==> src/rtl/kms_pkg.sv <==
package kms_pkg;
  localparam int ENT_W = 8;
  localparam int SLOTS = 8;
  localparam int ROW_W = 4;
  localparam int COL_W = 3;
  localparam int DEB_W = 10;
  localparam int CNT_W = 11;
  localparam int NUM_W = 4;

  typedef struct packed {
    logic [SLOTS-1:0][ENT_W-1:0] ent;
    logic [NUM_W-1:0]            n;
  } snap_t;

  function automatic logic [ENT_W-1:0] make_entry(logic [ROW_W-1:0] row,
                                                  logic [COL_W-1:0] col);
    return {1'b1, row, col};
  endfunction

  function automatic logic [CNT_W-1:0] slot_cycles(logic [DEB_W-1:0] deb, int base);
    return CNT_W'(base) + CNT_W'(deb);
  endfunction

  // Append the pressed columns of one row in ascending order; extra keys drop.
  function automatic snap_t add_row(snap_t s, logic [ROW_W-1:0] row,
                                    logic [SLOTS-1:0] keys);
    snap_t r;
    r = s;
    for (int c = 0; c < SLOTS; c++) begin
      if (keys[c] && (r.n < NUM_W'(SLOTS))) begin
        r.ent[r.n[COL_W-1:0]] = make_entry(row, COL_W'(c));
        r.n = r.n + NUM_W'(1);
      end
    end
    return r;
  endfunction
endpackage

==> src/rtl/kms_row_scan.sv <==
module kms_row_scan
  import kms_pkg::*;
#(
  parameter int ROWS     = 16,
  parameter int COLS     = 8,
  parameter int LEAD_CYC = 5,
  parameter int ROW_BASE = 16
) (
  input  logic                   clk,
  input  logic                   rst_n,
  input  logic                   en,
  input  logic [DEB_W-1:0]       deb,
  input  logic [COLS-1:0]        col_in,
  output logic [ROWS-1:0]        row_drive,
  output logic                   snap_push,
  output logic [SLOTS*ENT_W-1:0] snap_data
);
  typedef enum logic [1:0] {S_IDLE, S_LEAD, S_ROW} st_e;

  st_e              st_q;
  logic [CNT_W-1:0] cnt_q;
  logic [ROW_W-1:0] row_q;
  logic [COLS-1:0]  ref_q;
  logic [COLS-1:0]  stab_q;
  snap_t            acc_q;
  snap_t            acc_nx;
  logic [COLS-1:0]  hits;
  logic [SLOTS-1:0] hits_w;
  logic [CNT_W-1:0] slot_len;
  logic             slot_last;
  logic             row_end;
  logic             pass_end;

  assign slot_len  = slot_cycles(deb, ROW_BASE);
  assign slot_last = (cnt_q == slot_len - CNT_W'(1));
  assign row_end   = en && (st_q == S_ROW) && slot_last;
  assign pass_end  = row_end && (row_q == ROW_W'(ROWS - 1));

  // A column counts only if it matched its first-cycle level all slot long.
  assign hits = ref_q & stab_q & ~(col_in ^ ref_q);

  always_comb begin
    hits_w = '0;
    hits_w[COLS-1:0] = hits;
  end

  assign acc_nx    = add_row(acc_q, row_q, hits_w);
  assign snap_push = pass_end && (acc_nx.n != '0);
  assign snap_data = acc_nx.ent;

  for (genvar r = 0; r < ROWS; r++) begin : g_drive
    assign row_drive[r] = (st_q == S_ROW) && (row_q == ROW_W'(r));
  end

  always_ff @(posedge clk or negedge rst_n) begin
    if (!rst_n) begin
      st_q   <= S_IDLE;
      cnt_q  <= '0;
      row_q  <= '0;
      ref_q  <= '0;
      stab_q <= '0;
      acc_q  <= '0;
    end else if (!en) begin
      st_q  <= S_IDLE;
      cnt_q <= '0;
      row_q <= '0;
      acc_q <= '0;
    end else begin
      case (st_q)
        S_IDLE: begin
          st_q  <= S_LEAD;
          cnt_q <= '0;
        end
        S_LEAD: begin
          if (cnt_q == CNT_W'(LEAD_CYC - 1)) begin
            st_q  <= S_ROW;
            cnt_q <= '0;
            row_q <= '0;
          end else begin
            cnt_q <= cnt_q + CNT_W'(1);
          end
        end
        S_ROW: begin
          if (cnt_q == '0) begin
            ref_q  <= col_in;
            stab_q <= '1;
          end else begin
            stab_q <= stab_q & ~(col_in ^ ref_q);
          end
          if (slot_last) begin
            cnt_q <= '0;
            acc_q <= pass_end ? '0 : acc_nx;
            if (pass_end) begin
              st_q  <= S_LEAD;
              row_q <= '0;
            end else begin
              row_q <= row_q + ROW_W'(1);
            end
          end else begin
            cnt_q <= cnt_q + CNT_W'(1);
          end
        end
        default: st_q <= S_IDLE;
      endcase
    end
  end
endmodule

==> src/rtl/kms_snap_fifo.sv <==
module kms_snap_fifo #(
  parameter int DEPTH = 4,
  parameter int W     = 64,
  parameter int CW    = 4
) (
  input  logic          clk,
  input  logic          rst_n,
  input  logic          push,
  input  logic [W-1:0]  din,
  input  logic          pop,
  output logic [W-1:0]  head,
  output logic [CW-1:0] count
);
  localparam int PW = (DEPTH > 1) ? $clog2(DEPTH) : 1;

  logic [W-1:0]  mem [DEPTH];
  logic [PW-1:0] wp_q;
  logic [PW-1:0] rp_q;
  logic          do_push;
  logic          do_pop;

  function automatic logic [PW-1:0] step(logic [PW-1:0] p);
    return (p == PW'(DEPTH - 1)) ? '0 : p + PW'(1);
  endfunction

  assign do_pop  = pop && (count != '0);
  assign do_push = push && (count != CW'(DEPTH));
  assign head    = mem[rp_q];

  for (genvar i = 0; i < DEPTH; i++) begin : g_slot
    always_ff @(posedge clk) begin
      if (do_push && (wp_q == PW'(i))) mem[i] <= din;
    end
  end

  always_ff @(posedge clk or negedge rst_n) begin
    if (!rst_n) begin
      wp_q  <= '0;
      rp_q  <= '0;
      count <= '0;
    end else begin
      if (do_push) wp_q <= step(wp_q);
      if (do_pop)  rp_q <= step(rp_q);
      count <= count + CW'(do_push) - CW'(do_pop);
    end
  end
endmodule

==> src/rtl/keymatrix_scanner.sv <==
module keymatrix_scanner
  import kms_pkg::*;
#(
  parameter int ROWS     = 16,
  parameter int COLS     = 8,
  parameter int QDEPTH   = 4,
  parameter int LEAD_CYC = 5,
  parameter int ROW_BASE = 16
) (
  input  logic            clk,
  input  logic            rst_n,
  input  logic            bus_wr,
  input  logic            bus_rd,
  input  logic [3:0]      bus_addr,
  input  logic [31:0]     bus_wdata,
  output logic [31:0]     bus_rdata,
  output logic [ROWS-1:0] row_drive,
  input  logic [COLS-1:0] col_sense,
  output logic            irq
);
  localparam int SW = SLOTS * ENT_W;
  localparam logic [1:0] A_CTRL = 2'd0;
  localparam logic [1:0] A_STAT = 2'd1;
  localparam logic [1:0] A_LO   = 2'd2;
  localparam logic [1:0] A_HI   = 2'd3;

  logic             ctl_en;
  logic             ctl_kp_ie;
  logic             ctl_ff_ie;
  logic [DEB_W-1:0] ctl_deb;
  logic [3:0]       ctl_thr;
  logic             st_kp;
  logic             st_ff;

  logic             aligned;
  logic [1:0]       word;
  logic             ctl_write;
  logic             st_write;
  logic             kp_clear;
  logic             ff_clear;
  logic             snap_push;
  logic             snap_pop;
  logic [SW-1:0]    snap_data;
  logic [SW-1:0]    q_head;
  logic [NUM_W-1:0] q_cnt;
  logic             kp_evt;
  logic             ff_hit;
  logic             unused_ok;

  assign aligned   = (bus_addr[1:0] == 2'b00);
  assign word      = bus_addr[3:2];
  assign ctl_write = bus_wr && aligned && (word == A_CTRL);
  assign st_write  = bus_wr && aligned && (word == A_STAT);
  assign kp_clear  = st_write && bus_wdata[0];
  assign ff_clear  = st_write && bus_wdata[2];
  assign snap_pop  = bus_rd && aligned && (word == A_HI);
  assign kp_evt    = snap_push;
  assign ff_hit    = (ctl_thr != '0) && (q_cnt >= ctl_thr);
  assign unused_ok = ^bus_wdata[31:18];

  kms_row_scan #(
    .ROWS(ROWS), .COLS(COLS), .LEAD_CYC(LEAD_CYC), .ROW_BASE(ROW_BASE)
  ) u_scan (
    .clk(clk), .rst_n(rst_n), .en(ctl_en), .deb(ctl_deb), .col_in(col_sense),
    .row_drive(row_drive), .snap_push(snap_push), .snap_data(snap_data)
  );

  kms_snap_fifo #(.DEPTH(QDEPTH), .W(SW), .CW(NUM_W)) u_queue (
    .clk(clk), .rst_n(rst_n), .push(snap_push), .din(snap_data),
    .pop(snap_pop), .head(q_head), .count(q_cnt)
  );

  always_ff @(posedge clk or negedge rst_n) begin
    if (!rst_n) begin
      ctl_en    <= 1'b0;
      ctl_kp_ie <= 1'b0;
      ctl_ff_ie <= 1'b0;
      ctl_deb   <= '0;
      ctl_thr   <= '0;
      st_kp     <= 1'b0;
      st_ff     <= 1'b0;
    end else begin
      if (ctl_write) begin
        ctl_en    <= bus_wdata[0];
        ctl_kp_ie <= bus_wdata[1];
        ctl_ff_ie <= bus_wdata[3];
        ctl_deb   <= bus_wdata[13:4];
        ctl_thr   <= bus_wdata[17:14];
      end
      st_kp <= (st_kp && !kp_clear) || kp_evt;
      st_ff <= (st_ff && !ff_clear) || ff_hit;
    end
  end

  always_comb begin
    bus_rdata = '0;
    if (aligned) begin
      case (word)
        A_CTRL: bus_rdata = {14'b0, ctl_thr, ctl_deb, ctl_ff_ie, 1'b0, ctl_kp_ie, ctl_en};
        A_STAT: bus_rdata = {24'b0, q_cnt, 1'b0, st_ff, 1'b0, st_kp};
        A_LO:   bus_rdata = (q_cnt != '0) ? q_head[31:0]  : 32'b0;
        A_HI:   bus_rdata = (q_cnt != '0) ? q_head[63:32] : 32'b0;
        default: bus_rdata = '0;
      endcase
    end
  end

  assign irq = (st_kp && ctl_kp_ie) || (st_ff && ctl_ff_ie);
endmodule

==> config.mk <==
export PLATFORM = sky130hd
export DESIGN_NAME = keymatrix_scanner
export DESIGN_NICKNAME = d
export VERILOG_FILES = /design/src/rtl/kms_pkg.sv /design/src/rtl/kms_row_scan.sv /design/src/rtl/kms_snap_fifo.sv /design/src/rtl/keymatrix_scanner.sv
export SDC_FILE = /design/constraint.sdc
export NUM_CORES = 1
export LEC_CHECK = 0
export ABC_AREA = 1
export BUFFER_PORTS_ARGS = -buffer_cell sky130_fd_sc_hd__clkbuf_2
export CORE_UTILIZATION = 37
export CTS_CLUSTER_SIZE = 14
export DETAILED_ROUTE_END_ITERATION = 10
export GPL_TIMING_DRIVEN = 0
export PLACE_DENSITY = 0.61
export SYNTH_ARGS = -nofsm -noshare
export SYNTH_HDL_FRONTEND = slang
export SYNTH_SLANG_ARGS = --single-unit
==> constraint.sdc <==
create_clock -name clk -period 14.3 [get_ports clk]
set_input_delay 3.575 -clock clk [delete_from_list [all_inputs] [get_ports clk]]
set_output_delay 3.575 -clock clk [all_outputs]
set_load 0.03 [all_outputs]
Yosys cells after proc, flatten, opt, wreduce, memory -nomap -nowiden

Memory sizes are Yosys's and may differ from the RTL's.
Cells that the tools add are included.

Bits in registers: 128
RAM bits: 256
Memories kept: 1

Memory list:

| memory      | depth | bits a word | read ports | clocked after Yosys merged registers in | write ports | RTL line            | source |
|---|---|---|---|---|---|---|---|
| u_queue.mem | 4     | 64          | 1          | 0                                       | 1           | kms_snap_fifo.sv:16 | `logic [W-1:0] mem [DEPTH];` |

Add/sub/neg operators: 16
Order comparisons: 25
Equal/unequal tests: 34
Mux-type cells: 74
Bitwise operators: 5
Reduce and logical (&&, ||, !) cells: 76

Operator list:

| operator                                                                            | count |
|---|---|
| 68-bit two-way mux                                                                  | 12 |
| 64-bit bitwise mux                                                                  | 8 |
| 8-bit demux with 3-bit select                                                       | 8 |
| 64-bit two-way mux                                                                  | 3 |
| 64-bit OR reduction                                                                 | 3 |
| 32-bit one-hot mux with 4 select lines                                              | 1 |
| 32-bit two-way mux                                                                  | 3 |
| 8-bit two-way mux                                                                   | 9 |
| 1-bit logical AND                                                                   | 54 |
| 4-bit by 1-bit adder with 4-bit output, second input constant                       | 9 |
| 11-bit two-way mux                                                                  | 3 |
| 11-bit one-hot mux with 3 select lines                                              | 1 |
| 4-bit equality test, second input constant                                          | 8 |
| 3-bit by 4-bit < comparator with 1-bit output, second input constant                | 8 |
| 4-bit < comparator, second input constant                                           | 8 |
| 8-bit AND                                                                           | 3 |
| 3-bit by 1-bit greater-or-equal comparator with 1-bit output, second input constant | 8 |
| 2-bit two-way mux                                                                   | 9 |
| 4-bit by 3-bit equality test with 1-bit output, second input constant               | 4 |
| 4-bit two-way mux                                                                   | 4 |
| 2-bit equality test, second input constant                                          | 6 |
| 4-bit nonzero test                                                                  | 3 |
| 11-bit by 1-bit adder with 11-bit output, second input constant                     | 1 |
| 5-bit by 10-bit adder with 11-bit output, first input constant                      | 1 |
| other kinds (27)                                                                    | 53 |

Depth between registers and ports, before layout

Depth after elaboration: 58
Gate-level depth with buffers: 39
Depth with buffers taken out: 39

Modules after synthesis

Synthesis repeated with hierarchy kept, for this count alone.

Cells, all modules: 2,825
Area, all modules: 22,529.1 um^2

By module, submodules not included:

| module            | instances | cells an instance | area each (um^2) | seq. area each (um^2) |
|---|---|---|---|---|
| kms_snap_fifo     | 1         | 811               | 10,772.8         | 7,887.6 |
| kms_row_scan      | 1         | 1,713             | 9,957.0          | 2,527.4 |
| keymatrix_scanner | 1         | 301               | 1,799.2          | 475.5 |

Worst setup path before layout

No wires, ideal clock.

Path kind: input to register
Start point: input col_sense[0]
End point: memory u_queue.mem[0][0], enable pin
Arrival time: 10.431 ns
Data required time: 13.813 ns
Slack: 3.383 ns
Cell stages on the path: 29
Buffers on the path: 0
Path through: nand2_1 inv_2 nand3_1 nand2_2 ha_1 nand2_1 o21ai_2 ha_1 inv_1 o21ai_2 ha_1 o21ai_2 inv_2 ha_1 inv_1 o21ai_4 ha_1 o21ai_1 inv_2 ha_1 nand4_1 nand2_4 ha_1 nand3_1 nand2_1 nor2_1 nand3_2 nand3_2 nor2_1

Word-level cells in the longest chain between the ends: 36
Elaborated cells on any way between the ends: 57
Those cells by class: add/sub (7); order compare (7); mux (22); bitwise (3); reduce/logical (18)

RTL lines:

| element                                                                                      | RTL line                | source |
|---|---|---|
| from (decl)                                                                                  | keymatrix_scanner.sv:18 | `input logic [COLS-1:0] col_sense,` |
| 8-bit XOR *                                                                                  | kms_row_scan.sv:40      | `assign hits = ref_q & stab_q & ~(col_in ^ ref_q);` |
| 8-bit NOT *                                                                                  | kms_row_scan.sv:40      |  |
| 8-bit AND *                                                                                  | kms_row_scan.sv:40      |  |
| 1-bit logical AND *                                                                          | kms_pkg.sv:30           | `if (keys[c] && (r.n < NUM_W'(SLOTS))) begin` |
| 68-bit two-way mux *                                                                         | kms_pkg.sv:30           |  |
| 4-bit < comparator                                                                           | kms_pkg.sv:30           |  |
| 1-bit logical AND                                                                            | kms_pkg.sv:30           |  |
| 68-bit two-way mux *                                                                         | kms_pkg.sv:30           |  |
| [18 not listed]                                                                              | -                       |  |
| 4-bit nonzero test *                                                                         | kms_row_scan.sv:48      | `assign snap_push = pass_end && (acc_nx.n != '0);` |
| 1-bit logical AND *                                                                          | kms_row_scan.sv:48      |  |
| 1-bit logical AND *                                                                          | kms_snap_fifo.sv:27     | `assign do_push = push && (count != CW'(DEPTH));` |
| 1-bit logical AND                                                                            | kms_snap_fifo.sv:32     | `if (do_push && (wp_q == PW'(i))) mem[i] <= din;` |
| 1-bit two-way mux                                                                            | kms_snap_fifo.sv:32     |  |
| 1-bit two-way mux (implied by the code)                                                      | kms_snap_fifo.sv:32     |  |
| 64-bit OR reduction (no source line)                                                         | -                       |  |
| 2-bit two-way mux (no source line) / 1-bit two-way mux (equally long branches) (3 in series) | -                       |  |
| to (decl)                                                                                    | kms_snap_fifo.sv:16     |  |

Mark *: on every way between the ends. The rest lies on a longest branch, timed or not.

Worst setup path in the final report

Start point: input bus_addr[1]
End point: output bus_rdata[18]

Word-level cells in the longest chain between the ends: 2

RTL lines:

| element            | RTL line                | source |
|---|---|---|
| from (decl)        | keymatrix_scanner.sv:14 | `input logic [3:0] bus_addr,` |
| 2-bit logical NOT  | keymatrix_scanner.sv:50 | `assign aligned = (bus_addr[1:0] == 2'b00);` |
| 32-bit two-way mux | keymatrix_scanner.sv:97 | `if (aligned) begin` |
| to (decl)          | keymatrix_scanner.sv:16 | `output logic [31:0] bus_rdata,` |

Every way passes these cells.

==> flow_summary.ini <==
[grt]
grt_pass1_wl_um = 85730
grt.total_usage = 0.2131
grt_pass1_vias = 14580
antenna_found_initial = 0
grt_overflow = 0
grt_max_degree = 103

[power_and_ir_drop]
ir_drop_mv = 0.09014
power_density_mw_per_mm2 = 191.8
p_leak_uw = 0.009324

[synthesis]
synthTopCellsByCount = nand2_1, nor2_1, edfxtp_1
syn-instance-count = 2039
ys_seq_area_frac = 0.5677
yosys_warnings = 0
synth.cell_area_mm2 = 0.01918
synthArstFlopShare = 0.3333
synth-edff-count = 256
ys_seq_elements = 384
synth_most_common_cell = nand2_1
synth_nets = 2122
synth_top_flop_cell = edfxtp_1
synthTopCellsByArea = edfxtp_1, dfrtp_1, nand2_1
netlist.area_leader.share = 0.4008
synthDistinctLibCells = 60
yosysTopAreaCell = edfxtp_1
syn_area_per_cell_um2 = 9.408

[setup_path]
cp_cell_sequence = clkbuf_2 > nor2_1 > inv_1 > nor2_1 > clkinv_1 > nor2_1 > inv_1 > a21oi_1 > clkbuf_2
timing.rr.start = u_scan.acc_q[1]
crit_buf_inv = 5
cp.required_ns = 10.72
critPathTopFamily = simple AND/OR/NAND/NOR gates
r2r_cells = 30
end_kind = primary output
worst-path-stages = 9
slowest_stage = nor2_1
worst-setup-path-type = in -> out
critPathCapture = bus_rdata[18]
crit_fanout = 10
reg2reg_to = u_queue.mem[3][60]
cp-start-kind = input pin
r2r_slack_ns = 7.48
crit_top_cell = nor2_1
arrival_ns = 7.07
startpoint = bus_addr[1]
max_stage_delay_ns = 0.90

[timing]
tightest_slew_ns = 1.137
rsz0062_at_grt = false
slew_headroom = 0.2389
period_minus_slack_ns = 10.64
hold_slack_ns = 0.4889
hold_viol = 0
drv_slew = 0
setup_tns_ns = 0
fin_worst_skew_ns = 0.01987
clock.fmax_ghz = 0.09397
finalCritPeriodShare = 0.7442
finalSetupViolCount = 0

[clock_tree]
ctsHoldBuffers = 0
clk_latency_ns = 0.58
h-tree-depth = 2
cts_buffer_depth = 3
cts_repair_resize_count = 0
cts_sinks = 384
path_clk_slew_ns = 0.06
cts_tree = yes
post_cts_buffers = 0
cts_made_buffers = 43
clock-root-buffer = clkbuf_16

[floorplan]
dieArea_mm2 = 0.05276
rows = 83
die-width_um = 229.7
initial_core_util = 0.3739
core_mm2 = 0.05130
num_io_pins = 97
dieHeight_um = 229.7

[detailed_routing]
via_per_inst = 5.287
wl_per_cell_um = 19.68
vias = 15280
first_iter_violations = 1346
drt-pass1-iter-count = 5
drtAntennaViolNets = 0
route.detailed.drc = 0
routed_wl_um = 56880

[finish]
area_delta_synth_final_pct = 14.94
drive_above_1_share = 0.1303
nNetsFinal = 2259
design_area_mm2 = 0.02205
fillers = 4962
diodes = 0
stdcell_count = 2890

[worst_hold_path]
hold_class = reg -> reg

[outcome]
status = complete, no violations

[placement]
placed_area_mm2 = 0.02068
io_buffers = 82
routabilityCongestion = 0.9509
dp_hpwl_um = 41370
place_inst = 2811

[job]
maxCapViolCount = 0
through the flow:
stage               power (uW)  setup slack [ns]    util
finish                    4229             3.658  0.4298
global route              4451             3.567  0.4298
CTS                       4221             3.737  0.4298
detailed placement        3138             3.750  0.4032
global placement          3098            0.4051  0.3985
floorplan                 2568             3.383       -
metal layers:
layer / GRT usage / share of wire
met1: 0.2908 / 0.44
met2: 0.3365 / 0.46
met3: 0.02542 / 0.061
met4: 0.1045 / 0.043
met5: 0 / 0
how the worst min path moves through the flow:
stage / startpoint / cells past startpoint / end / slack, ns
after floorplan: u_scan.acc_q[54] / 2 / u_scan.acc_q[54] / 0.45
after global placement: u_scan.acc_q[31] / 2 / u_scan.acc_q[31] / 0.46
after detailed placement: u_scan.acc_q[16] / 2 / u_scan.acc_q[16] / 0.47
after CTS: u_scan.acc_q[16] / 2 / u_scan.acc_q[16] / 0.49
after global routing: u_scan.acc_q[17] / 2 / u_scan.acc_q[17] / 0.50
final: u_scan.acc_q[17] / 2 / u_scan.acc_q[17] / 0.49
layout by cell type, fill, tap and decap left out, types with 14 or more instances in the layout:
| cell type | netlist | routed |
|---|---|---|
| nand2_1 | 323 | 323 |
| o21ai_0 | 186 | 186 |
| clkbuf_2 | 0 | 81 |
| clkinv_1 | 4 | 15 |
| ha_1 | 34 | 34 |
| inv_1 | 231 | 231 |
| nor2_1 | 290 | 286 |
| clkbuf_1 | 66 | 76 |
| nand4_1 | 16 | 16 |
| a21oi_1 | 62 | 62 |
| o22ai_1 | 59 | 59 |
| clkbuf_16 | 0 | 43 |
| o221ai_1 | 26 | 26 |
| inv_2 | 26 | 26 |
| nor2_4 | 10 | 14 |
| nand2_2 | 30 | 30 |
| dfrtp_1 | 128 | 128 |
| nand3_1 | 84 | 84 |
| xor2_1 | 16 | 16 |
| o21ai_1 | 25 | 25 |
| edfxtp_1 | 256 | 256 |
| nand2_4 | 14 | 14 |
| nor3_1 | 40 | 40 |
sequential cells by signal, summed over array words and instances, names as in the netlist, 2 cells and up:
| name | flops |
|---|---|
| u_queue.mem | 256 |
| u_scan.acc_q | 68 |
| u_scan.cnt_q | 11 |
| ctl_deb | 10 |
| u_scan.ref_q | 8 |
| u_scan.stab_q | 8 |
| ctl_thr | 4 |
| u_queue.count | 4 |
| u_scan.row_q | 4 |
| u_queue.rp_q | 2 |
| u_queue.wp_q | 2 |
| u_scan.st_q | 2 |
tightest hold or removal path, delay by kind of cell, from the launching register on:
kind,cells,cell delay (ns)
flip-flops,1,0.35
AND/OR/NAND/NOR,2,0.11
cell families after synthesis:
kind of cell | share of synthesized area
and+or+nand+nor | 0.2006
muxes | 0.007566
AOI/OAI and AO/OA | 0.1262
buffers and inverters | 0.06464
DFF | 0.5677
xor gates and xnor gates | 0.01004
adders and majority gates | 0.02322
power breakdown:
group	switching (uW)	internal, uW	total (uW)
Sequential	34.1	1370	1400
Combinational	1300	443	1740
Clock	471	615	1090
Total	1800	2430	4230
layout make-up:
type	instances	area [um2]	area share
well taps	680	850.8	0.03859
inverters	261	979.7	0.04444
multi-input cells	1325	7082	0.3212
repair buffers	92	619.3	0.02809
clock inverters	26	251.5	0.01141
clock buffers	53	1114	0.05051
plain buffers	69	260.3	0.01180
flip-flops and latches	384	10890	0.4940
Note: power is estimated with default switching activity, not from simulation.
